### src/rtl/tgt_pkg.sv
package tgt_pkg;

    localparam int CMD_W = 4;
    localparam logic [CMD_W-1:0] CMD_RESET = 4'b0100;

    typedef enum logic [1:0] {
        ST_IDLE  = 2'd0,
        ST_CHECK = 2'd1,
        ST_BURST = 2'd2,
        ST_MISS  = 2'd3
    } tgt_state_e;

    typedef struct packed {
        logic rd;
        logic wr;
        logic io;
        logic mem;
        logic cfg;
        logic intack;
    } cmd_dec_t;

    typedef struct packed {
        logic ld;
        logic ld_cmd;
        logic claim;
        logic valid;
        logic inc_b;
        logic inc_w;
        logic hold;
    } fsm_out_t;

    function automatic cmd_dec_t decode_cmd(input logic [CMD_W-1:0] c);
        cmd_dec_t d;
        d = '0;
        case (c)
            4'b0000: d.intack = 1'b1;
            4'b0010: begin d.io  = 1'b1; d.rd = 1'b1; end
            4'b0011: begin d.io  = 1'b1; d.wr = 1'b1; end
            4'b0110: begin d.mem = 1'b1; d.rd = 1'b1; end
            4'b0111: begin d.mem = 1'b1; d.wr = 1'b1; end
            4'b1010: begin d.cfg = 1'b1; d.rd = 1'b1; end
            4'b1011: begin d.cfg = 1'b1; d.wr = 1'b1; end
            4'b1100: begin d.mem = 1'b1; d.rd = 1'b1; end
            4'b1110: begin d.mem = 1'b1; d.rd = 1'b1; end
            4'b1111: begin d.mem = 1'b1; d.wr = 1'b1; end
            default: d = '0;
        endcase
        return d;
    endfunction

endpackage

### src/rtl/tgt_cmd_reg.sv
module tgt_cmd_reg
    import tgt_pkg::*;
(
    input  logic             clk,
    input  logic             rst,
    input  logic             load,
    input  logic [CMD_W-1:0] cmd_in,
    output cmd_dec_t         dec
);

    logic [CMD_W-1:0] cmd_q;

    always_ff @(posedge clk) begin
        if (rst)       cmd_q <= CMD_RESET;
        else if (load) cmd_q <= cmd_in;
    end

    always_comb dec = decode_cmd(cmd_q);

    // the register captures the bus command exactly when loaded
    assert_cmd_capture_R2: assert property (@(posedge clk) disable iff (rst)
        load |=> cmd_q == $past(cmd_in));

    // without a load the command is held
    assert_cmd_hold_R2: assert property (@(posedge clk) disable iff (rst)
        !load |=> $stable(cmd_q));

endmodule

### src/rtl/tgt_ctrl_fsm.sv
module tgt_ctrl_fsm
    import tgt_pkg::*;
(
    input  logic     clk,
    input  logic     rst,
    input  logic     txn_n,
    input  logic     init_rdy_n,
    input  logic     io_hit,
    input  logic     mem_hit,
    input  cmd_dec_t dec,
    output fsm_out_t o
);

    tgt_state_e st_q, st_d;
    logic       match;

    always_comb begin
        o     = '0;
        st_d  = st_q;
        match = (io_hit & dec.io) | (mem_hit & dec.mem);
        case (st_q)
            ST_IDLE: begin
                if (!txn_n) begin
                    o.ld     = 1'b1;
                    o.ld_cmd = 1'b1;
                    st_d     = ST_CHECK;
                end
            end
            ST_CHECK, ST_BURST: begin
                if (st_q == ST_CHECK && !match) begin
                    st_d = txn_n ? ST_IDLE : ST_MISS;
                end else begin
                    o.claim = 1'b1;
                    if (init_rdy_n) begin
                        o.hold = 1'b1;
                    end else begin
                        o.valid = 1'b1;
                        if (txn_n) begin
                            st_d = ST_IDLE;
                        end else begin
                            o.inc_w = dec.mem;
                            o.inc_b = dec.io;
                            st_d    = ST_BURST;
                        end
                    end
                end
            end
            ST_MISS: begin
                if (txn_n) st_d = ST_IDLE;
            end
            default: st_d = ST_IDLE;
        endcase
    end

    always_ff @(posedge clk) begin
        if (rst) st_q <= ST_IDLE;
        else     st_q <= st_d;
    end

    // a load always leads into the address check state
    assert_load_to_check_R3: assert property (@(posedge clk) disable iff (rst)
        o.ld |=> st_q == ST_CHECK);

    // a final valid phase returns the controller to idle
    assert_last_phase_idle_R4: assert property (@(posedge clk) disable iff (rst)
        (o.valid && txn_n) |=> st_q == ST_IDLE);

    // a word increment continues a burst
    assert_inc_word_burst_R5: assert property (@(posedge clk) disable iff (rst)
        o.inc_w |=> st_q == ST_BURST);

    // increments and hold are mutually exclusive
    assert_inc_exclusive_R6: assert property (@(posedge clk) disable iff (rst)
        $onehot0({o.inc_b, o.inc_w, o.hold}));

    // a held phase keeps its state
    assert_hold_keeps_state_R7: assert property (@(posedge clk) disable iff (rst)
        o.hold |=> $stable(st_q));

    // nothing is claimed while waiting out a missed transaction
    assert_miss_quiet_R8: assert property (@(posedge clk) disable iff (rst)
        (st_q == ST_MISS) |-> !o.claim && !o.valid);

endmodule

### src/rtl/tgt_xcvr_ctrl.sv
module tgt_xcvr_ctrl #(
    parameter int LANES = 4
) (
    input  logic             clk,
    input  logic             rst,
    input  logic             claim,
    input  logic             valid,
    input  logic             rd,
    input  logic             wr,
    input  logic [LANES-1:0] be_n,
    output logic             claim_n,
    output logic             drive_en,
    output logic             capture_en,
    output logic [LANES-1:0] lane_we
);

    logic wr_phase;
    assign wr_phase = valid & wr;

    always_ff @(posedge clk) begin
        if (rst) begin
            claim_n    <= 1'b1;
            drive_en   <= 1'b0;
            capture_en <= 1'b0;
        end else begin
            claim_n    <= ~claim;
            drive_en   <= valid & rd;
            capture_en <= wr_phase;
        end
    end

    for (genvar g = 0; g < LANES; g++) begin : g_lane
        always_ff @(posedge clk) begin
            if (rst) lane_we[g] <= 1'b0;
            else     lane_we[g] <= wr_phase & ~be_n[g];
        end
    end

    // the bus is never driven and captured at once
    assert_no_contention_R10: assert property (@(posedge clk) disable iff (rst)
        !(drive_en && capture_en));

    // claim line follows the claim request one cycle later
    assert_claim_follows_R9: assert property (@(posedge clk) disable iff (rst)
        claim |=> !claim_n);

    // lane enables appear only behind a write capture
    assert_lane_needs_capture_R11: assert property (@(posedge clk) disable iff (rst)
        (lane_we != '0) |-> capture_en);

endmodule

### src/rtl/tgt_ctl_top.sv
module tgt_ctl_top
    import tgt_pkg::*;
#(
    parameter int LANES = 4
) (
    input  logic             clk,
    input  logic             rst,
    input  logic             txn_n,
    input  logic             init_rdy_n,
    input  logic [LANES-1:0] cmd_be_n,
    input  logic             io_hit,
    input  logic             mem_hit,
    output logic             addr_load,
    output logic             cmd_load,
    output logic             inc_byte,
    output logic             inc_word,
    output logic             phase_hold,
    output logic             phase_valid,
    output logic             dec_rd,
    output logic             dec_wr,
    output logic             dec_io,
    output logic             dec_mem,
    output logic             dec_cfg,
    output logic             dec_intack,
    output logic             claim_n,
    output logic             ad_drive_en,
    output logic             ad_capture_en,
    output logic [LANES-1:0] lane_we
);

    cmd_dec_t dec;
    fsm_out_t fo;

    tgt_cmd_reg u_cmd (
        .clk    (clk),
        .rst    (rst),
        .load   (fo.ld_cmd),
        .cmd_in (cmd_be_n[CMD_W-1:0]),
        .dec    (dec)
    );

    tgt_ctrl_fsm u_fsm (
        .clk        (clk),
        .rst        (rst),
        .txn_n      (txn_n),
        .init_rdy_n (init_rdy_n),
        .io_hit     (io_hit),
        .mem_hit    (mem_hit),
        .dec        (dec),
        .o          (fo)
    );

    tgt_xcvr_ctrl #(.LANES(LANES)) u_xcvr (
        .clk        (clk),
        .rst        (rst),
        .claim      (fo.claim),
        .valid      (fo.valid),
        .rd         (dec.rd),
        .wr         (dec.wr),
        .be_n       (cmd_be_n),
        .claim_n    (claim_n),
        .drive_en   (ad_drive_en),
        .capture_en (ad_capture_en),
        .lane_we    (lane_we)
    );

    assign addr_load   = fo.ld;
    assign cmd_load    = fo.ld_cmd;
    assign inc_byte    = fo.inc_b;
    assign inc_word    = fo.inc_w;
    assign phase_hold  = fo.hold;
    assign phase_valid = fo.valid;
    assign dec_rd      = dec.rd;
    assign dec_wr      = dec.wr;
    assign dec_io      = dec.io;
    assign dec_mem     = dec.mem;
    assign dec_cfg     = dec.cfg;
    assign dec_intack  = dec.intack;

    // the claim line is released while in reset
    assert_reset_release_R1: assert property (@(posedge clk)
        $past(rst) |-> claim_n);

endmodule

### config.mk
export PLATFORM = sky130hd
export DESIGN_NAME = tgt_ctl_top
export DESIGN_NICKNAME = d
export VERILOG_FILES = /design/src/rtl/tgt_pkg.sv /design/src/rtl/tgt_cmd_reg.sv /design/src/rtl/tgt_ctrl_fsm.sv /design/src/rtl/tgt_xcvr_ctrl.sv /design/src/rtl/tgt_ctl_top.sv
export SDC_FILE = /design/constraint.sdc
export NUM_CORES = 1
export LEC_CHECK = 0
export ABC_AREA = 1
export ABC_CLOCK_PERIOD_IN_PS = 1970
export BUFFER_PORTS_ARGS = -buffer_cell sky130_fd_sc_hd__buf_2
export CORE_MARGIN = 3
export CORE_UTILIZATION = 44
export CTS_BUF_LIST = sky130_fd_sc_hd__clkbuf_4 sky130_fd_sc_hd__clkbuf_8
export DETAILED_ROUTE_END_ITERATION = 10
export PLACE_DENSITY_LB_ADDON = 0.08
export SETUP_SLACK_MARGIN = 0.02
export SYNTH_ARGS = -nofsm -noshare
export SYNTH_HDL_FRONTEND = slang
export SYNTH_SLANG_ARGS = --single-unit
### constraint.sdc
create_clock -name clk -period 1.97 [get_ports clk]
set_clock_uncertainty 0.1 [all_clocks]
set_input_delay 0.394 -clock clk [delete_from_list [all_inputs] [get_ports clk]]
set_output_delay 0.394 -clock clk [all_outputs]
set_load 0.01 [all_outputs]
---- Word-level counts from Yosys, hierarchy flattened ----
Index checks and enable logic that the tools add are counted.
operators by class
  eq/ne operators ......................... 15
  muxes and demuxes ....................... 19
  bitwise gates (word level) .............. 14
  reduce and logical (&&, ||, !) cells .... 11
operators by type and width
  cell                                                                      count
  4-bit equality test (second input constant)                               5
  2-bit 2-to-1 mux                                                          8
  5-bit 2-to-1 mux                                                          2
  5-bit OR reduction                                                        2
  1-bit bitwise AND                                                         8
  4-bit by 2-bit equality test with 1-bit output (second input constant)    2
  4-bit by 3-bit equality test with 1-bit output (second input constant)    2
  1-bit 2-to-1 mux                                                          7
  2-bit case mux with 3 select lines                                        1
  2-bit OR reduction                                                        3
  1-bit NOT                                                                 5
  2-bit equality test (second input constant)                               2
  4-bit zero test                                                           1
  2-bit inequality test (second input constant)                             2
  4-bit OR reduction                                                        1
  3-bit 2-to-1 mux                                                          1
  3-bit by 2-bit inequality test with 1-bit output (second input constant)  1
  3-bit AND reduction                                                       1
  2-bit by 1-bit equality test with 1-bit output (second input constant)    1
  2-bit zero test                                                           1
  1-bit logical AND                                                         1
  1-bit zero test                                                           1
  1-bit bitwise OR                                                          1
word-level totals
  register bits after elaboration ......... 13
  input bits .............................. 10
  output and inout bits ................... 19
  logic and storage cells ................. 68

---- Depth between registers and ports, before layout ----
Gate-level depths: netlist (run 1).
  depth after elaboration ................. 11
  gate-level depth with buffers ........... 9
  depth with buffers taken out ............ 9

---- By module ----
A second synthesis (run 1) with hierarchy kept.
second synthesis, totals
  cells, all modules ...................... 92
  area total of the unflattened synthesis .. 644.4 um^2
modules (own cells, without submodules)
  module         instances  cells each  area each (um^2)  sequential area each (um^2)
  tgt_cmd_reg    1          39          237.7             80.1
  tgt_ctrl_fsm   1          36          221.5             40.0
  tgt_xcvr_ctrl  1          17          185.2             140.1

---- Worst setup path before layout (run 1) ----
OpenSTA, ideal clock, no wires.
  kind .................................... flip-flop to output port
  start point ............................. register u_fsm.st_q[0]
  end point ............................... output inc_word
  arrival ................................. 1.250 ns
  required time ........................... 1.476 ns
  path slack .............................. 0.226 ns
  stages on the path, launching flop included .. 7
  buffers on the path ..................... 0
  cell sequence ........................... dfxtp_1 inv_1 ha_1 nand2_4 nor2_8 nand2_2 a21oi_1
between the ends
  cells in the longest elaborated chain, start to end .. 4
  elaborated cells on any way between the ends .. 6
  those cells by class .................... eq/ne (2); mux (2); reduce/logical (2)
RTL lines
  element                                         line                                    RTL
  from (decl)                                     tgt_ctrl_fsm.sv:14                      tgt_state_e st_q, st_d;
  from (signal assigned)                          tgt_ctrl_fsm.sv:57                      else st_q <= st_d;
  2-bit by 1-bit equality test with 1-bit output  tgt_ctrl_fsm.sv:21, tgt_ctrl_fsm.sv:30
  1-bit logical AND                               tgt_ctrl_fsm.sv:30                      if (st_q == ST_CHECK && !match) begin
  5-bit 2-to-1 mux                                tgt_ctrl_fsm.sv:30
  5-bit 2-to-1 mux *                              tgt_ctrl_fsm.sv:21                      case (st_q)
  to (decl)                                       tgt_ctl_top.sv:16                       output logic inc_word,
Mark *: on every way between the ends. The rest lies on a longest branch, timed or not.

---- Final worst setup path (run 1) ----
  start point ............................. register u_cmd.cmd_q[3]
  end point ............................... output inc_word
between the ends
  cells in the longest elaborated chain, start to end .. 9
  elaborated cells on any way between the ends .. 20
  those cells by class .................... eq/ne (7); mux (6); bitwise (3); reduce/logical (4)
RTL lines
  element                                                                    line                RTL
  from (decl)                                                                tgt_cmd_reg.sv:11   logic [CMD_W-1:0] cmd_q;
  from (signal assigned)                                                     tgt_cmd_reg.sv:15   else if (load) cmd_q <= cmd_in;
  4-bit by 3-bit equality test with 1-bit output (tied with other cells)     tgt_pkg.sv:35       case (c)
  5-bit OR reduction (no line) / 2-bit OR reduction (equally long branches)  -
  1-bit 2-to-1 mux                                                           tgt_pkg.sv:35
  1-bit bitwise AND                                                          tgt_ctrl_fsm.sv:20  match = (io_hit & dec.io) | (mem_hit & dec.mem);
  1-bit bitwise OR                                                           tgt_ctrl_fsm.sv:20
  1-bit zero test                                                            tgt_ctrl_fsm.sv:30
  1-bit logical AND                                                          tgt_ctrl_fsm.sv:30
  5-bit 2-to-1 mux *                                                         tgt_ctrl_fsm.sv:30
  5-bit 2-to-1 mux *                                                         tgt_ctrl_fsm.sv:21
Marked as above.

==> impl_results.md, run 1 <==
- Share of layout cells above drive strength 1: 59.2%
- Syn Area/Cell: 7.89 um^2
- PnR worst setup slack: -0.000733 ns
- # port buffers: 28
- Failing checks: setup timing
- Sequential fraction of the synthesis area: 40.2%
- Starting density of the core: 48.5%
- Min Tclk post-route: roughly 2.0 ns
- CP Class: flip-flop to output pin
- # rows: 13
- Setup tns final: -0.000733 ns
- Clk_lat worst skew: between 0.2 and 0.3 ns
- Vias per cell: around 4.7
- Initial antenna violation count: 0
- DRC viols: 0
- Hold Path Class: input port to flip-flop
- Layout Nets: about 130
- Die area: 1970 um^2
- Max-slew headroom: between 80% and 90%
- Cell Area, Synth: roughly 650 um^2
- Cts bufs inserted: 3
- Netlist cell types: 20
- Placer Congestion: 0.827
- Root Driver: clkbuf_4
- Die Span Y: about 44 um
- Total Routed Length: between 1500 and 2000 um
- Max Fclk: roughly 510 MHz
- Syn nets: 95
- Final ANT Viol Nets: 0
- Req. time, crit path: ~1.5 ns
- Final setup fails: 1
- Hold buffers post-CTS: 0
- TritonCTS clock tree: done
- Mean routed wirelength per cell: about 11 um
- Critical path startpoint category: flip-flop
- Core area: 1330 um^2
- Mapped Cells: just over 80
- CP endpoint kind: output pin
- Hold WS: ~0.19 ns
- Clock-pin slew on the worst setup and hold paths: 0.08 ns
- First-pass GRT wire length: roughly 2400 um
- RSZ-0062 raised after global routing: yes
- Post-DP HPWL: 1050 um
- Vias in the first global route: 548
- Area delta synth->final: 47.0%
- Layout Cells excl Fill: ~140
- Fill count: 110
- Htree depth: 1
- ANT cells: 0
- Drt pass-1 iters: 4
- Die width: ~44 um
- Reg2Reg Setup Slack: 0.50 ns
- Placed insts: roughly 120
- Routed vias: 630
- CTS sink cnt: 13
- GRT Overall Usage: 16.8%
- Status: finished with violations
- Leakage power: just over 0.5 nW
- Power per cell area: a little over 800 nW/um^2
- Slew Viols, Final: 0
- Pin count of the biggest net entering global routing: 8
- Post-layout util: between 70% and 80%
- Post-route cell area: between 900 and 1000 um^2
- Max-cap violations: 0
- Maximum vdd drop: 0.000445 V
- Fin. Hold Viols: 0
- CTS max path bufs: 2
- Final worst-path cycle share: 100%
- # IOs: 29
- First-iteration detailed-routing DRC count: 6
- Ys Warns: 0
- Placed Area: 798 um^2
- Worst path arrival time: about 1.5 ns
- Crit path max fanout: 4
- Worst Max-Slew Pin Slew: ~0.28 ns
- Register bit total from synthesis: 13
- Total grt overflow: 0
==> final timing paths <==
path | startpoint | to | cells past startpoint
worst max-delay path | u_cmd.cmd_q[3] | inc_word | 10
worst min-delay path | cmd_be_n[3] | u_xcvr.lane_we[3] | 2
worst max register to register | u_fsm.st_q[1] | u_fsm.st_q[0] | 7
worst min register to register | u_cmd.cmd_q[0] | u_cmd.cmd_q[0] | 2
==> cell usage after synthesis <==
| library cell | instances | area (um^2) |
|---|---|---|
| inv_2 | 1 | 3.75 |
| nand3_2 | 1 | 10.0 |
| nand3_4 | 1 | 17.5 |
| nor2_8 | 1 | 20.0 |
| or2_2 | 1 | 6.26 |
| nand3_1 | 4 | 20.0 |
| dfxtp_1 | 13 | 260 |
| ha_1 | 3 | 37.5 |
| nand2_2 | 3 | 18.8 |
| nand2_4 | 2 | 22.5 |
| nand2_1 | 13 | 48.8 |
| a21oi_1 | 5 | 25.0 |
| nor3b_1 | 1 | 7.51 |
| nor2_2 | 4 | 25.0 |
| inv_1 | 14 | 52.6 |
| buf_4 | 1 | 7.51 |
| o31ai_1 | 1 | 7.51 |
| o21ai_0 | 5 | 25.0 |
| nor3_1 | 1 | 5.00 |
| nor2_1 | 7 | 26.3 |
==> worst max-delay path: stages, from the launching register on <==
cell	delay [ns]
dfxtp_4	0.37
nor2_4	0.12
nand3_2	0.09
nand2_2	0.07
inv_2	0.04
nand2_4	0.06
nand2_4	0.07
nor2_8	0.08
nand2_2	0.06
a21oi_2	0.09
buf_2	0.14
==> sequential cells by signal (all words and copies together), names as in the netlist <==
signal / cells
u_cmd.cmd_q: 4
u_fsm.st_q: 2
u_xcvr.capture_en: 1
u_xcvr.claim_n: 1
u_xcvr.drive_en: 1
u_xcvr.lane_we: 4
==> area by class of cell <==
class | instances | area (um^2) | area share, %
Clock buffer | 4 | 30.0 | 3.16
Timing Repair Buffer | 35 | 199 | 20.9
Inverter | 15 | 56.3 | 5.92
Sequential cell | 13 | 275 | 28.9
Multi-Input combinational cell | 53 | 372 | 39.1
Tap cell | 15 | 18.8 | 1.97
==> report_power, final <==
part	internal, mW	switching (mW)
Combinational	0.128	0.161
Clock	0.0923	0.0855
Sequential	0.289	0.0247
Total	0.509	0.271
==> cells by family after synthesis <==
group / synth area share [%]
flip-flops: 40.2
AO/OA/AOI/OAI: 8.90
adder cells (fa/ha/maj): 5.80
buffers and inverters: 9.86
AND/OR/NAND/NOR: 35.2
==> placed cells by master, fill, tap and decap left out, drive strengths merged <==
| cell | count |
|---|---|
| ha | 3 |
| nand3 | 6 |
| o21ai | 5 |
| inv | 15 |
| a21oi | 5 |
| dfxtp | 13 |
| nor3b | 1 |
| nor3 | 1 |
| clkbuf | 4 |
| buf | 35 |
| nand2 | 18 |
| nor2 | 12 |
| or2 | 1 |
| o31ai | 1 |
==> metrics by stage <==
stage          setup WS (ns)  total power, mW
3_3_place_gp           0.176            0.526
6_report           -0.000733            0.780
3_5_place_dp           0.161            0.526
4_1_cts              -0.0231            0.759
2_1_floorplan          0.226            0.463
5_1_grt               -0.118            0.829
==> routing by layer <==
metal  up-vias  global-route usage (%)  share of wire [%]
met3         6                    6.50                8.5
met1       265                    22.8                 44
met4         0                    3.61                2.4
met2        30                    25.3                 45
li1        329                       -                  -
met5         -                       0                  0
==> repair_timing <==
item | in CTS | in global routing
endpoints found under the setup margin | 4 | 5
pin swaps | 4 | 8
setup buffers | 6 | 1
resized for setup | 18 | 7
Note: power is estimated with default switching activity, not from simulation.
==> run 2, diff against run 1 <==
--- a/config.mk
+++ b/config.mk
@@ -5,7 +5,6 @@
 export SDC_FILE = /design/constraint.sdc
 export NUM_CORES = 1
 export LEC_CHECK = 0
-export ABC_AREA = 1
 export ABC_CLOCK_PERIOD_IN_PS = 1970
 export BUFFER_PORTS_ARGS = -buffer_cell sky130_fd_sc_hd__buf_2
 export CORE_MARGIN = 3
@@ -13,6 +12,7 @@
 export CTS_BUF_LIST = sky130_fd_sc_hd__clkbuf_4 sky130_fd_sc_hd__clkbuf_8
 export DETAILED_ROUTE_END_ITERATION = 10
 export PLACE_DENSITY_LB_ADDON = 0.08
+export REMOVE_ABC_BUFFERS = 1
 export SETUP_SLACK_MARGIN = 0.02
 export SYNTH_ARGS = -nofsm -noshare
 export SYNTH_HDL_FRONTEND = slang
==> run 2 against run 1 <==
Against the previous run:
- the run still ends with setup timing left
- core utilization is 2.3 points higher
- critical path depth down 4
- non-clock buffer count rose by 6
- sequential power increased by 11%
- critical path type unchanged
- largest power group is now combinational cells
==> impl_results.md, run 2 <==
- Worst Max-Slew Pin Slew: roughly 0.43 ns
- Core area: around 1400 um^2
- Biggest regs: u_cmd.cmd_q (4), u_xcvr.lane_we (4), u_fsm.st_q (2)
- Area delta synth->final: 50.0%
- DRC viols: 0
- Starting density of the core: between 40% and 50%
- Most common cell after layout, fill and taps aside: buf_2
- Total grt overflow: 0
- Ys Warns: 0
- Bufs and invs on worst path: 2
- Htree depth: 1
- Mapped Cells: 73
- RSZ-0062 raised after global routing: yes
- Top delay family on crit path: flip-flops
- Vias in the first global route: between 500 and 600
- Layout Cells excl Fill: between 100 and 150
- EDFF count, synth: 0
- Vias per cell: about 5.2
- Share of layout cells above drive strength 1: 54.4%
- Max-cap violations: 0
- Crit-path cells: nor3b_4, a21bo_4, buf_4, o21ai_2, nor2_1, buf_2
- Maximum vdd drop: roughly 0.00077 V
- Die Span Y: ~45 um
- Placed insts: 117
- # rows: 13
- Cell taking the most area after synthesis: dfxtp_1
- Max-slew headroom: 71.0%
- Crit-path max cell delay: ~0.36 ns
- Fin. Hold Viols: 0
- PnR worst setup slack: -0.0250 ns
- Sequential fraction of the synthesis area: 38.8%
- Die width: about 45 um
- Layout Nets: roughly 130
- Min Tclk post-route: ~2 ns
- Die area: 2030 um^2
- First-iteration detailed-routing DRC count: 10
- TritonCTS clock tree: done
- Most frequent cell after synthesis: dfxtp_1
- Initial antenna violation count: 0
- Post-route cell area: between 1000 and 1500 um^2
- Leakage power: 0.491 nW
- Hold Path Class: input port to flip-flop
- Setup tns final: -0.0336 ns
- Placed Area: ~850 um^2
- Mean routed wirelength per cell: ~14 um
- Cell Area, Synth: between 600 and 700 um^2
- Final ANT Viol Nets: 0
- Area share of the largest cell type after synthesis: around two fifths
- Total Routed Length: 1760 um
- Critical path's slowest cell: dfxtp_4
- Hold buffers post-CTS: 0
- Register bit total from synthesis: 13
- Req. time, crit path: ~1.5 ns
- First-pass GRT wire length: around 2700 um
- # port buffers: 28
- Fill count: around 110
- Worst path arrival time: around 1.5 ns
- Slew Viols, Final: 0
- Critical path startpoint category: flip-flop
- Final setup fails: 2
- CTS max path bufs: 2
- Total power: 1.17 mW
- Failing checks: setup timing
- Routed vias: 674
- # IOs: 29
- Post-DP HPWL: roughly 1200 um
- Synth cell count leaders: dfxtp_1 (13), nor2_1 (11), inv_1 (5)
- CP Class: flip-flop to output pin
- Most frequent cells in the layout: buf_2 (28), buf_4 (13), nor2_1 (11)
- Crit path max fanout: 6
- Clock-pin slew on the worst setup and hold paths: about 0.090 ns
- Placer Congestion: 0.855
- Pin count of the biggest net entering global routing: 12
- ANT cells: 0
- Top cells by area, synth: dfxtp_1 (39%), nor2_1 (6.2%), ha_1 (5.6%)
- CP endpoint kind: output pin
- Netlist cell types: 30
- Most used DFF post-synth: dfxtp_1
- Final worst-path cycle share: 101%
- Max Fclk: roughly 500 MHz
- Clk_lat worst skew: 0.27 ns
- GRT Overall Usage: between 10% and 20%
- CTS sink cnt: 13
- Root Driver: clkbuf_4
- Post-layout util: about 74%
- Cts bufs inserted: 3
- Syn Area/Cell: around 9 um^2
- Status: finished with violations
- Drt pass-1 iters: 4
- Power per cell area: 1160 nW/um^2
- Post-synthesis async set-or-reset flop share: 0%
run 2: cell type report:
| cell class | count | area [um^2] | share of cell area (%) |
|---|---|---|---|
| Sequential cell | 13 | 270 | 26.9 |
| Timing Repair Buffer | 41 | 238 | 23.6 |
| Clock buffer | 4 | 30.0 | 2.99 |
| Tap cell | 15 | 18.8 | 1.87 |
| Multi-Input combinational cell | 51 | 430 | 42.8 |
| Inverter | 5 | 18.8 | 1.87 |
run 2: cell families after synthesis:
kind of cell	after synthesis	synth area share (%)
and+or+nand+nor	29	24.6
AOI/OAI and AO/OA	15	19.2
buffers and inverters	9	5.60
muxes	4	6.16
adders and majority gates	3	5.60
DFF	13	38.8
run 2: what timing repair did:
item                                    in CTS  in global routing
pin swaps                                    5                  1
gates resized for setup                     15                  3
endpoints found under the setup margin       4                  6
buffers inserted                             6                  2
run 2: path summary, 6_finish.rpt:
path                        from           endpoint  slack, ns  depth (start not counted)
setup / recovery  u_cmd.cmd_q[2]         phase_hold      -0.03                          6
hold / removal       cmd_be_n[3]  u_xcvr.lane_we[3]       0.18                          2
setup reg to reg   u_fsm.st_q[0]  u_xcvr.lane_we[0]       0.33                          6
hold reg to reg    u_fsm.st_q[0]      u_fsm.st_q[0]       0.47                          2
run 2: where the power goes:
group          switching, mW  total [mW]  internal, mW
clock                 0.0905       0.183        0.0921
sequential            0.0373       0.347         0.309
combinational          0.309       0.638         0.329
total                  0.437        1.17         0.730
run 2: per-layer routing:
metal  track usage [%]  up-vias  wire length [um]
met2              31.9       17               896
met4              7.02        0                13
met5                 0        -                 0
met1              22.9      315               771
met3              3.98        2                78
li1                  -      340                 -
run 2: through the flow:
step / hold slack (ns) / worst slack, ns
global route: 0.172 / -0.0870
finish: 0.179 / -0.0250
detailed placement: 0.447 / 0.0417
global placement: 0.458 / 0.161
floorplan: 0.363 / 0.122
CTS: 0.172 / -0.00719
